`src/rtl/phy_pwrup_pkg.sv`:
```
package phy_pwrup_pkg;

  typedef enum logic [2:0] {
    ST_IDLE,
    ST_SETTLE,
    ST_CAL_WAIT,
    ST_DLL_WAIT,
    ST_FINISH
  } seq_state_t;

  typedef enum logic [1:0] {
    RES_OK      = 2'd0,
    RES_CAL_TMO = 2'd1,
    RES_DLL_TMO = 2'd2
  } seq_result_t;

  // Cycles covering a time in ns at a given clock, rounded up, never below 1.
  function automatic int ns_to_cycles(input longint clk_hz, input longint ns);
    longint c;
    c = (clk_hz * ns + 64'd999_999_999) / 64'd1_000_000_000;
    if (c < 1) c = 1;
    return int'(c);
  endfunction

endpackage

```
`src/rtl/phy_pwrup_sync.sv`:
```
module phy_pwrup_sync #(
  parameter int WIDTH  = 2,
  parameter int STAGES = 2
) (
  input  logic             clk,
  input  logic             rst,
  input  logic [WIDTH-1:0] async_i,
  output logic [WIDTH-1:0] sync_o
);

  for (genvar b = 0; b < WIDTH; b++) begin : g_bit
    logic [STAGES-1:0] chain;
    always_ff @(posedge clk) begin
      if (rst) chain <= '0;
      else     chain <= {chain[STAGES-2:0], async_i[b]};
    end
    assign sync_o[b] = chain[STAGES-1];
  end

endmodule

```
`src/rtl/phy_pwrup_timer.sv`:
```
module phy_pwrup_timer #(
  parameter int CNT_W = 12
) (
  input  logic             clk,
  input  logic             rst,
  input  logic             load_i,
  input  logic [CNT_W-1:0] load_val_i,
  output logic             expired_o
);

  logic [CNT_W-1:0] cnt_q;

  always_ff @(posedge clk) begin
    if (rst)              cnt_q <= '0;
    else if (load_i)      cnt_q <= load_val_i;
    else if (cnt_q != '0) cnt_q <= cnt_q - 1'b1;
  end

  assign expired_o = (cnt_q == '0);

endmodule

```
`src/rtl/phy_pwrup_fsm.sv`:
```
module phy_pwrup_fsm
  import phy_pwrup_pkg::*;
#(
  parameter int CNT_W      = 12,
  parameter int SETTLE_CYC = 600,
  parameter int CAL_CYC    = 1000,
  parameter int DLL_CYC    = 2200
) (
  input  logic             clk,
  input  logic             rst,
  input  logic             cmd_on_i,
  input  logic             cmd_off_i,
  input  logic             cal_ok_i,
  input  logic             dll_ok_i,
  input  logic             expired_i,
  output logic             load_o,
  output logic [CNT_W-1:0] load_val_o,
  output logic             pwr_en_o,
  output logic             dll_en_o,
  output logic             busy_o,
  output logic             done_o,
  output logic [1:0]       err_o
);

  localparam logic [CNT_W-1:0] SETTLE_LD = CNT_W'(SETTLE_CYC - 1);
  localparam logic [CNT_W-1:0] CAL_LD    = CNT_W'(CAL_CYC - 1);
  localparam logic [CNT_W-1:0] DLL_LD    = CNT_W'(DLL_CYC - 1);

  seq_state_t  state_q, state_d;
  seq_result_t res_q, res_d;
  logic        pwr_d, dll_d, busy_d, done_d;
  logic [1:0]  err_d;

  always_comb begin
    state_d    = state_q;
    res_d      = res_q;
    pwr_d      = pwr_en_o;
    dll_d      = dll_en_o;
    busy_d     = busy_o;
    done_d     = 1'b0;
    err_d      = err_o;
    load_o     = 1'b0;
    load_val_o = SETTLE_LD;
    unique case (state_q)
      ST_IDLE: begin
        if (cmd_on_i || cmd_off_i) begin
          pwr_d  = 1'b0;
          dll_d  = 1'b0;
          busy_d = 1'b1;
          res_d  = RES_OK;
          if (cmd_on_i) begin
            state_d    = ST_SETTLE;
            load_o     = 1'b1;
            load_val_o = SETTLE_LD;
          end else begin
            state_d = ST_FINISH;
          end
        end
      end
      ST_SETTLE: begin
        if (expired_i) begin
          pwr_d      = 1'b1;
          state_d    = ST_CAL_WAIT;
          load_o     = 1'b1;
          load_val_o = CAL_LD;
        end
      end
      ST_CAL_WAIT: begin
        if (expired_i) begin
          if (cal_ok_i) begin
            dll_d      = 1'b1;
            state_d    = ST_DLL_WAIT;
            load_o     = 1'b1;
            load_val_o = DLL_LD;
          end else begin
            res_d   = RES_CAL_TMO;
            state_d = ST_FINISH;
          end
        end
      end
      ST_DLL_WAIT: begin
        if (expired_i) begin
          res_d   = dll_ok_i ? RES_OK : RES_DLL_TMO;
          state_d = ST_FINISH;
        end
      end
      ST_FINISH: begin
        busy_d  = 1'b0;
        done_d  = 1'b1;
        err_d   = res_q;
        state_d = ST_IDLE;
      end
      default: state_d = ST_IDLE;
    endcase
  end

  always_ff @(posedge clk) begin
    if (rst) begin
      state_q  <= ST_IDLE;
      res_q    <= RES_OK;
      pwr_en_o <= 1'b0;
      dll_en_o <= 1'b0;
      busy_o   <= 1'b0;
      done_o   <= 1'b0;
      err_o    <= 2'd0;
    end else begin
      state_q  <= state_d;
      res_q    <= res_d;
      pwr_en_o <= pwr_d;
      dll_en_o <= dll_d;
      busy_o   <= busy_d;
      done_o   <= done_d;
      err_o    <= err_d;
    end
  end

endmodule

```
`src/rtl/phy_pwrup_seq.sv`:
```
module phy_pwrup_seq
  import phy_pwrup_pkg::*;
#(
  parameter longint CLK_HZ    = 200_000_000,
  parameter longint SETTLE_NS = 3000,
  parameter longint CAL_NS    = 5000,
  parameter longint DLL_NS    = 11000,
  parameter int     SYNC_STG  = 2
) (
  input  logic       clk,
  input  logic       rst,
  input  logic       cmd_on_i,
  input  logic       cmd_off_i,
  input  logic       cal_done_i,
  input  logic       dll_ready_i,
  output logic       pwr_en_o,
  output logic       dll_en_o,
  output logic       busy_o,
  output logic       done_o,
  output logic [1:0] err_o
);

  localparam int SETTLE_CYC = ns_to_cycles(CLK_HZ, SETTLE_NS);
  localparam int CAL_CYC    = ns_to_cycles(CLK_HZ, CAL_NS);
  localparam int DLL_CYC    = ns_to_cycles(CLK_HZ, DLL_NS);
  localparam int MAX_CYC    = (SETTLE_CYC > CAL_CYC) ?
                              ((SETTLE_CYC > DLL_CYC) ? SETTLE_CYC : DLL_CYC) :
                              ((CAL_CYC > DLL_CYC) ? CAL_CYC : DLL_CYC);
  localparam int CNT_W      = $clog2(MAX_CYC + 1);

  logic [1:0]       flags_s;
  logic             cal_ok_s, dll_ok_s;
  logic             tmr_load, tmr_expired;
  logic [CNT_W-1:0] tmr_val;

  phy_pwrup_sync #(.WIDTH(2), .STAGES(SYNC_STG)) u_sync (
    .clk     (clk),
    .rst     (rst),
    .async_i ({dll_ready_i, cal_done_i}),
    .sync_o  (flags_s)
  );
  assign cal_ok_s = flags_s[0];
  assign dll_ok_s = flags_s[1];

  phy_pwrup_timer #(.CNT_W(CNT_W)) u_timer (
    .clk        (clk),
    .rst        (rst),
    .load_i     (tmr_load),
    .load_val_i (tmr_val),
    .expired_o  (tmr_expired)
  );

  phy_pwrup_fsm #(
    .CNT_W      (CNT_W),
    .SETTLE_CYC (SETTLE_CYC),
    .CAL_CYC    (CAL_CYC),
    .DLL_CYC    (DLL_CYC)
  ) u_fsm (
    .clk        (clk),
    .rst        (rst),
    .cmd_on_i   (cmd_on_i),
    .cmd_off_i  (cmd_off_i),
    .cal_ok_i   (cal_ok_s),
    .dll_ok_i   (dll_ok_s),
    .expired_i  (tmr_expired),
    .load_o     (tmr_load),
    .load_val_o (tmr_val),
    .pwr_en_o   (pwr_en_o),
    .dll_en_o   (dll_en_o),
    .busy_o     (busy_o),
    .done_o     (done_o),
    .err_o      (err_o)
  );

endmodule

```
`config.mk`:
```
export PLATFORM = sky130hd
export DESIGN_NAME = phy_pwrup_seq
export DESIGN_NICKNAME = d
export VERILOG_FILES = /design/src/rtl/phy_pwrup_pkg.sv /design/src/rtl/phy_pwrup_sync.sv /design/src/rtl/phy_pwrup_timer.sv /design/src/rtl/phy_pwrup_fsm.sv /design/src/rtl/phy_pwrup_seq.sv
export SDC_FILE = /design/constraint.sdc
export NUM_CORES = 1
export LEC_CHECK = 0
export ABC_AREA = 1
export BUFFER_PORTS_ARGS = -buffer_cell sky130_fd_sc_hd__buf_2
export CORE_ASPECT_RATIO = 1.4
export CORE_MARGIN = 5
export CORE_UTILIZATION = 52
export DETAILED_ROUTE_END_ITERATION = 8
export PLACE_DENSITY = 0.79
export SLEW_MARGIN = 10
export SYNTH_ARGS = -nofsm -noshare
export SYNTH_HDL_FRONTEND = slang
export SYNTH_SLANG_ARGS = --single-unit
```
`constraint.sdc`:
```
create_clock -name clk -period 1.5 [get_ports clk]
set_input_delay 0.075 -clock clk [delete_from_list [all_inputs] [get_ports clk]]
set_output_delay 0.075 -clock clk [all_outputs]
set_load 0.01 [all_outputs]
```
## After elaboration in Yosys (flattened, before gate mapping)

Index checks and enable logic that the tools add are counted.

- Word-level logic and storage cells: 69
- Bits in latches: 0
- Bits in writable memories: 0
- Bits in read-only memories: 0
- Register bits after elaboration: 27
- Memories kept: 0
- Input bits: 6
- Output and inout bits: 6

- $lt $le $gt $ge: 0
- Equal/unequal tests: 10
- Reduce and logical (&&, ||, !) cells: 14
- Bitwise operators: 0
- Div/mod/pow operators: 0
- Shift operators: 0
- $mul: 0
- Add/subtract/negate cells: 1
- Multiplexer cells: 34

Operators with widths:

| kind | count |
|---|---|
| $mux 12 | 4 |
| $pmux 12 s2 | 1 |
| $mux 3 | 6 |
| $logic_not 12->1 | 1 |
| $pmux 3 s4 | 1 |
| $reduce_bool 12->1 | 1 |
| $sub 12x1->12 const B | 1 |
| $mux 1 | 11 |
| $mux 2 | 5 |
| $ne 2x2->1 const B | 5 |
| $mux 9 | 1 |
| $reduce_and 4->1 | 2 |
| $reduce_bool 2->1 | 4 |
| $eq 3x2->1 const B | 2 |
| $pmux 1 s2 | 3 |
| $pmux 2 s3 | 1 |
| $reduce_and 5->1 | 1 |
| $eq 3x1->1 const B | 1 |
| $eq 3x3->1 const B | 1 |
| $logic_not 3->1 | 1 |
| $pmux 1 s3 | 1 |
| $reduce_and 3->1 | 1 |
| $reduce_bool 3->1 | 1 |
| $ne 2x1->1 const B | 1 |
| other kinds (2) | 2 |

## Depth between registers and ports, before layout

Gate-level depths: netlist of run 1.

- Depth after elaboration: 4
- Mapped depth: 11
- Mapped depth without buffers: 10

## Modules after synthesis

A second synthesis of run 1 with hierarchy kept.

- Cells, all modules: 248
- Area total of the unflattened synthesis: 1632.8 um^2

By module, submodules not included:

| module | times used | seq. area each (um^2) | area each (um^2) | cells each |
|---|---|---|---|---|
| phy_pwrup_timer | 1 | 240.2 | 859.6 | 140 |
| phy_pwrup_fsm | 1 | 220.2 | 648.1 | 94 |
| phy_pwrup_sync | 1 | 80.1 | 125.1 | 14 |

## Worst setup path before layout of run 1

Ideal clock, no wire load.

- Kind: reg-to-reg
- Start: reg u_timer.cnt_q[0]
- End: reg u_fsm.state_q[0]
- Path slack: 0.085 ns
- Data arrival time: 1.301 ns
- Cell stages (with the launch flop): 11
- Setup time: 0.114 ns
- Data required time: 1.386 ns
- Period minus slack after synthesis: 1.415 ns
- Buffers on the path: 1
- Path through: dfxtp_1 inv_1 ha_1 nand2_1 nor2_1 nand2_2 buf_6 nand3_1 nand2_2 o21ai_2 nor2_1

- Word-level cells in the longest chain between the ends: 3
- Elaborated cells on any way between the ends: 5
- Classes of those cells: 3 x eq/ne; 2 x reduce/logical

Ends and longest elaborated chain:

| item | line | text |
|---|---|---|
| start: declaration | phy_pwrup_timer.sv:11 | `logic [CNT_W-1:0] cnt_q;` |
| start signal: assignment | phy_pwrup_timer.sv:15 | `else if (load_i) cnt_q <= load_val_i;` |
| start signal: assignment | phy_pwrup_timer.sv:16 | `else if (cnt_q != '0) cnt_q <= cnt_q - 1'b1;` |
| $logic_not 12->1 * | phy_pwrup_timer.sv:19 | `assign expired_o = (cnt_q == '0);` |
| $ne 2x2->1 (no line) | -- |  |
| $reduce_and 4->1 (no line) * | -- |  |
| end signal: assignment | phy_pwrup_fsm.sv:107 | `state_q <= state_d;` |
| end: declaration | phy_pwrup_fsm.sv:29 | `seq_state_t state_q, state_d;` |

Mark *: on every way between the ends. The rest lies on a longest branch, timed or not.
A chain may end at the register's enable or synchronous reset.

## Worst setup path after layout of run 1

- Start: reg u_timer.cnt_q[0]
- End: reg u_timer.cnt_q[10]

- Word-level cells in the longest chain between the ends: 4
- Elaborated cells on any way between the ends: 11
- Classes of those cells: 1 x add/sub; 7 x mux; 3 x reduce/logical

Ends and longest elaborated chain:

| item |
|---|
| parallel branches: the longest is 4 deep, another holds $sub 12x1->12 |

Parallel ways; which one is timed is not known. The select of a mux whose other input is x is not followed.

==> run summary, run 1 <==
Cell Area, Placed: 1615 µm²
Final GP Congestion: 0.9084
Post-route cell area: 1804 µm²
Synth top area cells: dfxtp_1, nand2_1, nor2_1
Register clock-pin slew on the reported worst setup and hold paths: 130 ps
Worst slew pin tran: 357.5 ps
Sequential fraction of the synthesis area: 37.15%
I/O pin cnt: 12
# clock sinks: 27
M1 GR Usage: 21.36%
Crit path buf inv count: 2
First-pass GRT wire length: 5444 µm
Post-synth cell types: 27
Die H: 72.59 µm
Hold Path Class: primary input to flip-flop
Seq cells post-synth: 27
Clock latency on the worst-skew pair: 310 ps
Number of antenna violations at the first check in global routing: 0
Drt wl/cell: 12.47 µm
Clock Tree Root: clkbuf_4
Fmax: 681.2 MHz
Total global-route track usage: 18.51%
Vias per cell: 5.025
Synth area leader: dfxtp_1
GR Layer Usage met2: 32.24%
TritonRoute pass-1 iters: 4
Vias in the first global route: 1296
Diodes inserted: 0
Final #Nets: 254
Switching share of total power: 49.61%
Comb pwr share: 65.4%
Max stage delay on crit path: 330 ps
I/O Buffers: 11
NetSw: 2.099 mW
Synth Warn #: 0
Slew HR: 75.98%
Worst EP required: 1760 ps
Status: complete, no violations
H-tree levels: 1
# placed instances: 271
Largest net degree at the start of global routing: 15
Initial Util: 54.50%
Core area: 2670 µm²
Commonest cells in the synthesized netlist: nand2_1, nor2_1, inv_1
Post-synth EDFFs: 0
Remaining DRCs: 0
Most frequent cell after synthesis: nand2_1
Dpl hpwl: 2524 µm
Initial DRC Count: 30
Die width: 54.71 µm
Critical path arrival: 1730 ps
Final min period: 1468 ps
Total Power: 4.232 mW
Crit-path most repeated cell: nand3_1
Via Count: 1412
Crit path launch type: flip-flop
Syn_nets: 224
Avg Cell Area, Syn: 6.737 µm²
Die area: 3971 µm²
Global route overflow: 0
Final wirelength: 3505 µm
Antenna viol nets, final: 0
Leak: 0.8779 nW
CTS tree: yes
Crit. End Element: flip-flop
Layout cells sized above 1: 29.80%
Mapped Cells: 216
Flop pwr share: 27.6%
TritonCTS Buffers: 3
Kind of critical path: flip-flop to flip-flop
Clk pwr share: 7.0%
Area growth syn-to-layout: 23.99%
Layout Cells excl Fill: 281
Layout Skew: 6.760 ps
Crit-path max FO: 4
Critical path's top delay family: simple AND/OR/NAND/NOR gates
Final Hold Vio Count: 0
FF-to-FF setup slack: 30 ps
Max-cap violations: 0
Synth top area share: 37.15%
CP max stage cell: dfxtp_1
Row cnt: 22
Setup-failing EPs final: 0
Fin crit share: 97.87%
GR Util met3: 1.227%
Cell Chain, Critical Path: inv_2, buf_4, ha_4, nand3_1, nor2_2, nand4_1, nand2_1, nand3_1, nor2_1
Max Buffers Root-to-Sink: 2
Cell Area, Synth: 1455 µm²
Main synth FF type: dfxtp_1
Maximum vdd drop: 1464 µV
Asr flop ratio synth: 0%
Slew Viols, Final: 0
Setup TNS: 0 ps
GRT Max-Usage Layer: met2
Int Power: 2.132 mW
PwrDens: 2345 nW/µm²
==> cells by family after synthesis <==
group	Yosys count	synth area share, %
XOR/XNOR	4	2.407
adder cells (fa/ha/maj)	2	1.719
flip-flops	27	37.15
buffers and inverters	37	10.06
AO/OA/AOI/OAI	21	9.889
AND/OR/NAND/NOR	125	38.78
==> registers in the layout, indices dropped and copies added (netlist names) <==
name,cells
u_sync.g_bit.chain,4
u_fsm.done_o,1
u_fsm.busy_o,1
u_fsm.res_q,2
u_fsm.pwr_en_o,1
u_fsm.state_q,3
u_timer.cnt_q,12
u_fsm.dll_en_o,1
u_fsm.err_o,2
==> cell usage in the layout (no fill, tap or decap), drive strengths merged <==
| cell type | count |
|---|---|
| nand2 | 53 |
| a31oi | 1 |
| clkinv | 1 |
| a21oi | 14 |
| nand4 | 2 |
| inv | 34 |
| nor3 | 6 |
| a211oi | 1 |
| clkbuf | 4 |
| dfxtp | 27 |
| and2 | 1 |
| xor2 | 4 |
| nand3 | 15 |
| buf | 24 |
| nor2 | 49 |
| o21ai | 5 |
| dlygate4sd3 | 2 |
| ha | 2 |
==> worst reg2reg max path: stages, from the launching register on <==
cell and delay [ps]:
dfxtp_1 330, inv_2 80, buf_4 150, ha_4 160, nand3_1 120, nor2_2 170, nand4_1 160, nand2_1 100
nand3_1 70, nor2_1 80
==> final timing paths <==
path                                       start                             endpoint  depth (start not counted)
max                u_timer.cnt_q[0]$_SDFFE_PP0P_       u_timer.cnt_q[10]$_SDFFE_PP0P_                          9
min                                     cmd_on_i        u_fsm.state_q[2]$_SDFFE_PP0P_                          4
max reg2reg        u_timer.cnt_q[0]$_SDFFE_PP0P_       u_timer.cnt_q[10]$_SDFFE_PP0P_                          9
min reg2reg  u_sync.g_bit[1].chain[0]$_SDFF_PP0_  u_sync.g_bit[1].chain[1]$_SDFF_PP0_                          2
==> power by group through the flow <==
stage	clock network (mW)	logic [mW]	registers, mW
finish	0.295	2.77	1.17
floorplan	0	1.74	1.15
CTS	0.304	2.43	1.13
detailed placement	0	2.30	1.15
global placement	0	2.28	1.14
global route	0.333	3.08	1.20
==> layout make-up <==
class	count	area, µm²
inverters	35	131.4
flip-flops and latches	27	544.3
well taps	36	45.04
clock buffers	4	26.28
multi-input cells	153	884.6
fillers	234	865.8
repair buffers	26	172.7
==> per-stage QoR <==
stage                     util, %  worst slack, ps  hold slack, ps
final                       67.57            31.96           70.03
after CTS                   63.59            1.804           46.15
after global placement      60.50            9.014           273.5
after floorplan                 -            85.02           148.0
after global routing        67.57           -62.98           71.68
after detailed placement    60.50           -48.93           283.7
==> metal layers <==
metal  part of all wire (%)  routed length [µm]
met4                    3.2                 111
met3                    2.9                 100
met2                     55                1929
met1                     39                1364
met5                      0                   0
==> repair_timing <==
item                                   in CTS  in global routing
endpoints found under the hold margin       2                  0
gates resized for setup                     3                 28
gates cloned                                1                  0
setup buffers                               2                  1
setup endpoints to repair                  11                 18
pin swaps                                   1                  9
hold buffers                                2                  0
(Power assumes the default switching activity.)
==> run 2, diff against run 1 <==
CELL_PAD_IN_SITES_DETAIL_PLACEMENT = 0   (was unset)
CELL_PAD_IN_SITES_GLOBAL_PLACEMENT = 1   (was unset)
CORE_UTILIZATION = 37   (was 52)
PLACE_DENSITY = 0.78   (was 0.79)
==> run summary, run 2 (same netlist as run 1, synthesis figures left out) <==
Reg2Reg Depth: 8
Final wirelength: 3814 µm
Drt wl/cell: 13.02 µm
Slew HR: 75.54%
Area of the multi-input gates: 947.2 µm²
Hold depth: 4
Hold WS: 141.0 ps
Flop pwr share: 25.6%
Vias per cell: 4.918
Setup-failing EPs final: 0
Fin crit share: 96.43%
Clk pwr share: 8.6%
CP max stage cell: dfxtp_2
Cell Chain, Critical Path: inv_2, ha_4, nand2_1, nor2_4, nand2_4, buf_4, xor2_1, a21oi_1
Status: complete, no violations
Final core area utilization: 50.21%
H-tree levels: 1
Total global-route track usage: 14.67%
Layout Skew: 2.062 ps
Comb pwr share: 65.9%
Critical path's top delay family: simple AND/OR/NAND/NOR gates
Largest regs: u_timer.cnt_q (12), u_sync.g_bit.chain (4), u_fsm.state_q (3)
FILL cells: 397
Hold Path Class: primary input to flip-flop
PwrDens: 2402 nW/µm²
Worst slew pin tran: 364.7 ps
Crit. End Element: flip-flop
Top reg by flops: u_timer.cnt_q
Area growth syn-to-layout: 34.05%
Maximum vdd drop: 1324 µV
Crit path launch type: flip-flop
Setup TNS: 0 ps
Antenna viol nets, final: 0
Kind of critical path: flip-flop to flip-flop
CTS tree: yes
# clock sinks: 27
Max stage delay on crit path: 330 ps
Final Hold Vio Count: 0
Core area: 3885 µm²
Max-cap violations: 0
Unrepaired setup endpoints after global routing: yes
Commonest non-fill, non-tap cell in the layout: nand2_1
Critical path arrival: 1600 ps
Register clock-pin slew on the reported worst setup and hold paths: 90 ps
Die H: 84.20 µm
First-pass GRT wire length: 6361 µm
NetSw: 2.276 mW
Most frequent cells in the layout: nand2_1, inv_1, nor2_1, dfxtp_1, buf_4
Crit-path max FO: 6
Worst EP required: 1660 ps
Worst r2r src: u_timer.cnt_q[1]$_SDFFE_PP0P_
Register area: 551.8 µm²
Clock Tree Root: clkbuf_8
Remaining DRCs: 0
Dpl hpwl: 2786 µm
Fmax: 691.3 MHz
Max Buffers Root-to-Sink: 2
Initial Util: 37.46%
Worst Hold Launch: cmd_on_i
Global route overflow: 0
Row cnt: 27
Int Power: 2.408 mW
Diodes inserted: 0
Max FFs per register: 12
I/O Buffers: 11
Die width: 63 µm
Final #Nets: 259
I/O pin cnt: 12
Die area: 5305 µm²
Final GP Congestion: 0.9355
Switching share of total power: 48.59%
FF-to-FF setup slack: 50 ps
Number of antenna violations at the first check in global routing: 0
Final min period: 1446 ps
Crit path buf inv count: 2
TritonCTS Buffers: 3
Slew Viols, Final: 0
TritonRoute pass-1 iters: 4
Worst R2R End: u_timer.cnt_q[0]$_SDFFE_PP0P_
Initial DRC Count: 49
Largest net degree at the start of global routing: 15
Vias in the first global route: 1455
Via Count: 1441
Clock latency on the worst-skew pair: 270 ps
Leak: 0.9250 nW
Layout cells sized above 1: 38.80%
Hold EP: u_fsm.state_q[2]$_SDFFE_PP0P_
## run 2: changes by cell type in the layout (fill, tap and decap cells not counted), moves of 4 or more
cell     previous run  this run
nor2_4              7        11
dfxtp_1            24        18
nand3_1            14         9
dfxtp_2             3         9
nand3_2             1         5
nand2_2             5         9
## run 2: per-layer routing
metal	vias up	wire, µm	GRT usage, %	part of all wire, %
li1	735	-	-	-
met1	654	1460	15.66	38
met2	37	2102	27.64	55
met3	15	98	1.339	2.6
met4	0	153	7.722	4.0
met5	-	0	0	0
## run 2: stage by stage
stage          setup slack [ps]  std cells  area [µm²]  power, mW
3_3_place_gp              10.18        282        1654      3.583
6_report                  53.53        293        1951      4.685
4_1_cts                   2.420        289        1740      4.092
2_1_floorplan             85.02        216        1455      2.885
5_1_grt                  -52.31        293        1951      5.138
3_5_place_dp             -41.94        282        1654      3.582
## run 2: worst max path at each step
stage / slack [ps] / start / cells past startpoint / endpoint
after floorplan: 90 / u_timer.cnt_q[0]$_SDFFE_PP0P_ / 10 / u_fsm.state_q[0]$_SDFFE_PP0P_
after global placement: 10 / u_timer.cnt_q[1]$_SDFFE_PP0P_ / 9 / u_timer.cnt_q[3]$_SDFFE_PP0P_
after detailed placement: -40 / u_timer.cnt_q[0]$_SDFFE_PP0P_ / 9 / u_timer.cnt_q[11]$_SDFFE_PP0P_
after CTS: 2 / u_timer.cnt_q[5]$_SDFFE_PP0P_ / 8 / u_timer.cnt_q[8]$_SDFFE_PP0P_
after global routing: -50 / u_timer.cnt_q[1]$_SDFFE_PP0P_ / 9 / u_timer.cnt_q[11]$_SDFFE_PP0P_
final: 50 / u_timer.cnt_q[1]$_SDFFE_PP0P_ / 8 / u_timer.cnt_q[0]$_SDFFE_PP0P_
## run 2: tightest hold or removal path, cell delays in order
cell	delay, ps
buf_2	70
inv_1	80
nand2_1	90
a211oi_2	60
## run 2: layout make-up
class,count,area share [%]
Sequential cell,27,28.29
Multi-Input combinational cell,153,48.56
Clock buffer,4,2.309
Inverter,35,6.735
Tap cell,43,2.758
Timing Repair Buffer,31,11.35
## run 2: what timing repair did
| item | CTS | global route |
|---|---|---|
| gates resized for setup | 3 | 54 |
| setup buffers | 0 | 4 |
| cloned | 1 | 0 |
| pin swaps | 2 | 24 |
| endpoints found under the hold margin | 2 | 0 |
| hold buffers | 2 | 0 |
| endpoints found under the setup margin | 10 | 19 |
## run 2: power by group through the flow
| stage | registers [mW] | logic (mW) | clock network [mW] |
|---|---|---|---|
| finish | 1.20 | 3.09 | 0.401 |
| global route | 1.24 | 3.45 | 0.451 |
| CTS | 1.14 | 2.53 | 0.428 |
| detailed placement | 1.15 | 2.43 | 0 |
| global placement | 1.15 | 2.43 | 0 |
| floorplan | 1.15 | 1.74 | 0 |
